`src/rtl/cfm_pkg.sv`:
```
package cfm_pkg;
   localparam logic [5:0] PRI_OPC = 6'd19;
   localparam logic [4:0] EXT_OPC = 5'b00011;

   typedef enum logic [1:0] {
      GRP_TOINT  = 2'b00,
      GRP_TOINT4 = 2'b01,
      GRP_FROMINT = 2'b10,
      GRP_CRCR   = 2'b11
   } grp_e;

   typedef struct packed {
      logic       ours;
      logic       rsvd;
      logic [4:0] dreg;
      logic       mflag;
      logic [3:0] msk;
      logic [2:0] fsel;
      grp_e       grp;
      logic [3:0] pat;
      logic       vbit;
   } dec_t;
endpackage

```
`src/rtl/cfm_decode.sv`:
```
module cfm_decode
   import cfm_pkg::*;
(
   input  logic [31:0] insn,
   output dec_t        dec
);
   always_comb begin
      dec.ours  = (insn[31:26] == PRI_OPC) && (insn[5:1] == EXT_OPC);
      dec.dreg  = insn[25:21];
      dec.mflag = insn[20];
      dec.msk   = insn[19:16];
      dec.fsel  = insn[15:13];
      dec.grp   = grp_e'(insn[12:11]);
      dec.rsvd  = insn[10];
      dec.pat   = insn[9:6];
      dec.vbit  = insn[0];
   end
endmodule

```
`src/rtl/cfm_match.sv`:
```
module cfm_match #(
   parameter int FW = 4
) (
   input  logic [FW-1:0] src,
   input  logic [FW-1:0] pat,
   input  logic [FW-1:0] msk,
   input  logic          any_mode,
   output logic [FW-1:0] terms,
   output logic          red
);
   for (genvar i = 0; i < FW; i++) begin : g_term
      assign terms[i] = msk[i] & (pat[i] == src[i]);
   end

   assign red = any_mode ? (|terms) : (terms == msk);
endmodule

```
`src/rtl/cfm_crfile.sv`:
```
module cfm_crfile #(
   parameter int              NFIELD = 8,
   parameter int              FW     = 4,
   parameter logic [FW-1:0]   RST_VAL = '0,
   localparam int             IDXW   = $clog2(NFIELD)
) (
   input  logic                 clk,
   input  logic                 rst_n,
   input  logic                 we,
   input  logic [IDXW-1:0]      widx,
   input  logic [FW-1:0]        wdata,
   output logic [NFIELD*FW-1:0] cr_flat
);
   for (genvar f = 0; f < NFIELD; f++) begin : g_fld
      logic [FW-1:0] q;
      always_ff @(posedge clk) begin
         if (!rst_n)                     q <= RST_VAL;
         else if (we && widx == IDXW'(f)) q <= wdata;
      end
      assign cr_flat[f*FW +: FW] = q;
   end


   hold_when_idle_chk: assert property (@(posedge clk) disable iff (!rst_n)
      !we |=> $stable(cr_flat));
endmodule

```
`src/rtl/cfmatch_unit.sv`:
```
module cfmatch_unit
   import cfm_pkg::*;
#(
   parameter int XLEN   = 64,
   parameter int NFIELD = 8,
   parameter int FW     = 4
) (
   input  logic                 clk,
   input  logic                 rst_n,
   input  logic                 valid_i,
   input  logic [31:0]          insn_i,
   input  logic [XLEN-1:0]      opa_i,
   input  logic                 ov_sticky_i,
   output logic                 res_valid_o,
   output logic [4:0]           res_idx_o,
   output logic [XLEN-1:0]      res_o,
   output logic                 illegal_o,
   output logic [NFIELD*FW-1:0] cr_o
);
   localparam int IDXW = $clog2(NFIELD);
   localparam int CRW  = NFIELD * FW;

   if (FW != 4) begin : g_bad_fw
      $error("cfmatch_unit: field width must be 4");
   end
   if (NFIELD != 8) begin : g_bad_nf
      $error("cfmatch_unit: encoding addresses exactly 8 fields");
   end
   if (XLEN < 2 * FW) begin : g_bad_xlen
      $error("cfmatch_unit: operand too narrow");
   end

   dec_t d;
   cfm_decode u_dec (.insn(insn_i), .dec(d));

   logic act;
   assign act = valid_i && d.ours && !d.rsvd;

   // source selection
   logic [FW-1:0] fld_src, int_src, m_src;
   logic [XLEN-1:0] opnd;
   logic unused_opa_hi;
   assign opnd          = (d.dreg == 5'd0) ? '0 : opa_i;
   assign unused_opa_hi = ^opnd[XLEN-1:FW];
   assign fld_src       = cr_o[FW*int'(d.fsel) +: FW];
   assign int_src       = d.vbit ? {FW{opnd[0]}} : opnd[FW-1:0];
   assign m_src         = (d.grp == GRP_FROMINT) ? int_src : fld_src;

   logic [FW-1:0] terms;
   logic          red;
   cfm_match #(.FW(FW)) u_match (
      .src(m_src), .pat(d.pat), .msk(d.msk), .any_mode(d.mflag),
      .terms(terms), .red(red)
   );

   // destination field and old contents
   logic [IDXW-1:0] dst_idx;
   logic [FW-1:0]   old_dst, keep_bits;
   always_comb begin
      unique case (d.grp)
         GRP_FROMINT: dst_idx = d.fsel;
         GRP_CRCR:    dst_idx = d.dreg[2:0];
         default:     dst_idx = '0;
      endcase
   end
   assign old_dst   = cr_o[FW*int'(dst_idx) +: FW];
   assign keep_bits = d.mflag ? (old_dst & ~d.msk) : '0;

   // integer result and sign summary
   logic [XLEN-1:0] ires;
   logic            s_lt, s_eq, s_gt;
   assign ires = (d.grp == GRP_TOINT) ? {{(XLEN-1){1'b0}}, red}
                                      : {{(XLEN-FW){1'b0}}, terms};
   assign s_lt = ires[XLEN-1];
   assign s_eq = (ires == '0);
   assign s_gt = !s_lt && !s_eq;

   // new field contents
   logic [FW-1:0] wnib;
   logic          cr_we;
   always_comb begin
      wnib = old_dst;
      unique case (d.grp)
         GRP_FROMINT: wnib = terms | keep_bits;
         GRP_CRCR: begin
            if (d.vbit) wnib = ((d.msk & fld_src) | keep_bits) ^ d.pat;
            else        wnib[d.dreg[4:3]] = red;
         end
         default:     wnib = {s_lt, s_gt, s_eq, ov_sticky_i};
      endcase
   end
   assign cr_we = act && (d.grp[1] || d.vbit);

   cfm_crfile #(.NFIELD(NFIELD), .FW(FW)) u_cr (
      .clk(clk), .rst_n(rst_n), .we(cr_we), .widx(dst_idx),
      .wdata(wnib), .cr_flat(cr_o)
   );

   always_ff @(posedge clk) begin
      if (!rst_n) begin
         res_valid_o <= 1'b0;
         res_idx_o   <= '0;
         res_o       <= '0;
         illegal_o   <= 1'b0;
      end else begin
         res_valid_o <= act && !d.grp[1];
         illegal_o   <= valid_i && d.ours && d.rsvd;
         if (act && !d.grp[1]) begin
            res_idx_o <= d.dreg;
            res_o     <= ires;
         end
      end
   end

   logic [CRW-1:0] wmask;
   assign wmask = CRW'(d.msk) << (FW * int'(d.fsel));


   rsvd_nowrite_chk: assert property (@(posedge clk) disable iff (!rst_n)
      illegal_o |-> $stable(cr_o) && !res_valid_o);

   int_upper_zero_chk: assert property (@(posedge clk) disable iff (!rst_n)
      res_valid_o |-> res_o[XLEN-1:FW] == '0);

   single_bit_chk: assert property (@(posedge clk) disable iff (!rst_n)
      (act && d.grp == GRP_CRCR && !d.vbit) |=> $countones(cr_o ^ $past(cr_o)) <= 1);

   no_record_chk: assert property (@(posedge clk) disable iff (!rst_n)
      (act && !d.grp[1] && !d.vbit) |=> $stable(cr_o));

   merge_keep_chk: assert property (@(posedge clk) disable iff (!rst_n)
      (act && d.grp == GRP_FROMINT && d.mflag) |=>
         ((cr_o ^ $past(cr_o)) & ~$past(wmask)) == '0);
endmodule

```
`config.mk`:
```
export PLATFORM = sky130hd
export DESIGN_NAME = cfmatch_unit
export DESIGN_NICKNAME = d
export VERILOG_FILES = /design/src/rtl/cfm_pkg.sv /design/src/rtl/cfm_decode.sv /design/src/rtl/cfm_match.sv /design/src/rtl/cfm_crfile.sv /design/src/rtl/cfmatch_unit.sv
export SDC_FILE = /design/constraint.sdc
export NUM_CORES = 1
export LEC_CHECK = 0
export ABC_CLOCK_PERIOD_IN_PS = 2700
export BUFFER_PORTS_ARGS = -buffer_cell sky130_fd_sc_hd__buf_2
export CAP_MARGIN = 20
export CORE_MARGIN = 5
export CORE_UTILIZATION = 45
export DETAILED_ROUTE_END_ITERATION = 8
export PLACE_DENSITY = 0.82
export SKIP_LAST_GASP = 1
export SYNTH_ARGS = -nofsm -noshare
export SYNTH_HDL_FRONTEND = slang
export SYNTH_SLANG_ARGS = --single-unit
```
`constraint.sdc`:
```
create_clock -name clk -period 2.7 [get_ports clk]
set_input_delay 0.135 -clock clk [delete_from_list [all_inputs] [get_ports clk]]
set_output_delay 0.135 -clock clk [all_outputs]
set_load 0.005 [all_outputs]
```
==> impl_metrics.ini <==
[run_status]
outcome = complete, but fails checks
violations = negative setup slack

[yosys]
synth.area.top_cells = dfxtp_1, buf_4, o21ai_0
synth-seq-cells = 43
synth_fa_ha_area_frac = 0
synth.area.mux_share = 0.115
synth_edf_count = 0
syn-cell-area_um2 = 3430
postSynthCellCount = 421
synthArstFlopShare = 0
synth_simple_gate_area_frac = 0.195
synth_top_family_by_area = compound AO/OA/AOI/OAI gates
ys_types = 64
synth_top_area_share = 0.251
ys.flop_type = dfxtp_1
synthXorXnorAreaFrac = 0.0102
ys_seq_area_frac = 0.251
yosysTopAreaCell = dfxtp_1
synth_compound_area_frac = 0.263
yosysWarningCount = 0
avgSynthCellArea_um2 = 8.16

[global_routing]
overflow = 0
grt_antenna_before_repair = 1
track_usage = 0.222
grt_max_degree = 22
grt_pass1_wl_um = 17400
grt_pass1_vias = 3440

[route]
routed_wirelength_um = 11200
drtIter0Drc = 224
drt-wirelength-per-cell_um = 17.4
postRouteAntennaNets = 0
via_count = 3640
dr.pass1.iters = 5
remaining_drc_errors = 0
viasPerCell = 5.66

[flow_run]
cap_violations = 0

[placed_design]
dp_hpwl_um = 8790
gp_congestion = 0.946
io_buffers = 82

[power]
leakagePower_nw = 1.96
ir_drop_v = 0.000342
power.total_mw = 1.52
p_per_area_nw_per_um2 = 360

[die]
die_x_um = 97.4
num_rows = 31
die_h_um = 97.4
initial_core_util = 0.469
die_area_um2 = 9480
ios = 203
core_um2 = 7330

[cells_and_area]
finalNetCount = 643
fillers = 676
num_antenna_cells = 0
final_common_cell = buf_2
mostFrequentLayoutCells = buf_2, conb_1, buf_4, dfxtp_1, o21ai_0
area_growth_pct = 23.2
drive_above_1_share = 0.335
final_util = 0.577

[hold_path]
hold_class = in -> reg

[timing]
hold-worst-slack_ns = 0.0406
fin_ws_ns = -0.00454
final-hold-violation-count = 0
fmax_ghz = 0.370
min_period_over_period = 1.00
rsz0062_at_grt = yes
min_period_ns = 2.70
clock_skew_ns = 0.00885
final-setup-viol-count = 1
tightest_slew_ns = 0.603
slew_violations = 0
slew_headroom = 0.596

[clock_tree]
cts_sinks = 43
cts_tree = built
clk_pin_slew_ns = 0.10
cts_hold_buf = 0
cts-root-buf = clkbuf_8
htree_levels = 2
clockBufferDepth = 2
cts-buffers-inserted = 5
clock_latency_ns = 0.31

[critical_path]
slowest_stage = mux4_2
path_max_fanout = 7
critPathLaunchType = flip-flop
path_cells = mux4_2 > mux2_4 > a211o_1 > o311ai_2 > nand4_1 > mux2i_4 > o22ai_2 > buf_6 > a31oi_1
crit_path_end_kind = flip-flop
crit_type = reg -> reg
cp.required_ns = 2.92
slowest_delay_ns = 0.46
arrival_ns = 2.93
worst-path-buf-inv = 1
path_delay_family = multiplexers
final timing paths:
check | startpoint | depth (start not counted) | end | slack, ns
worst min-delay path | insn_i[10] | 2 | res_valid_o$_SDFF_PN0_ | 0.04
worst min register to register | res_o[2]$_SDFFE_PN0P_ | 2 | res_o[2]$_SDFFE_PN0P_ | 0.47
worst max-delay path | u_cr.g_fld[0].q[0]$_SDFFE_PN0P_ | 9 | u_cr.g_fld[7].q[1]$_SDFFE_PN0P_ | -0.005
worst max register to register | u_cr.g_fld[0].q[0]$_SDFFE_PN0P_ | 9 | u_cr.g_fld[7].q[1]$_SDFFE_PN0P_ | -0.005
report_power, final:
group          switching (mW)  total, mW  internal, mW
combinational           0.211      0.357         0.146
sequential          0.0000129      0.633         0.633
clock                   0.253      0.533         0.279
total                   0.464       1.52          1.06
final cells by class:
class,count,area [um^2],share of cell area
repair buffers,136,823,0.195
multi-input cells,352,2290,0.540
clock buffers,5,68.8,0.0163
inverters,5,18.8,0.00443
clock inverters,3,46.3,0.0109
flip-flops and latches,43,866,0.205
well taps,99,124,0.0293
logic make-up (layout without fill, tap and decap cells):
logic type             after synthesis  in the layout
XOR/XNOR                             4              4
other                                1             60
multiplexers                        30             30
AO/OA/AOI/OAI                      130            130
AND/OR/NAND/NOR                    128            128
buffers and inverters               85            149
flip-flops                          43             43
state kept, by name, indices dropped and copies added (netlist names):
register,cells
res_o,4
res_valid_o,1
u_cr.g_fld.q,32
illegal_o,1
res_idx_o,5
metal layers:
metal / wire length [um] / track usage
met5: 11 / 0
met4: 223 / 0.0714
met3: 1050 / 0.0395
met2: 5580 / 0.390
met1: 4350 / 0.273
through the flow:
step	TNS [ns]	instance area, um^2	cells	setup slack (ns)
after floorplan	0	3660	480	0.229
after global placement	-1.58	4030	633	-0.0798
after detailed placement	-4.72	4030	633	-0.198
after CTS	0	4150	641	0.00133
after global routing	-0.500	4230	643	-0.0575
final	-0.00454	4230	643	-0.00454
synthesized netlist by cell type (11+ instances only):
| master | n |
|---|---|
| and3_1 | 11 |
| a21oi_1 | 19 |
| nor2_1 | 28 |
| nand2b_1 | 11 |
| o21ai_0 | 35 |
| dfxtp_1 | 43 |
| clkbuf_1 | 14 |
| nand2_1 | 25 |
| a31oi_1 | 16 |
| buf_4 | 62 |
| mux2i_1 | 16 |
timing repair:
| item | 4_1_cts | 5_1_grt |
|---|---|---|
| pin swaps | 1 | 8 |
| buffers inserted | 0 | 2 |
| gates resized for setup | 1 | 14 |
| setup endpoints to repair | 3 | 33 |
(Power assumes the default switching activity.)
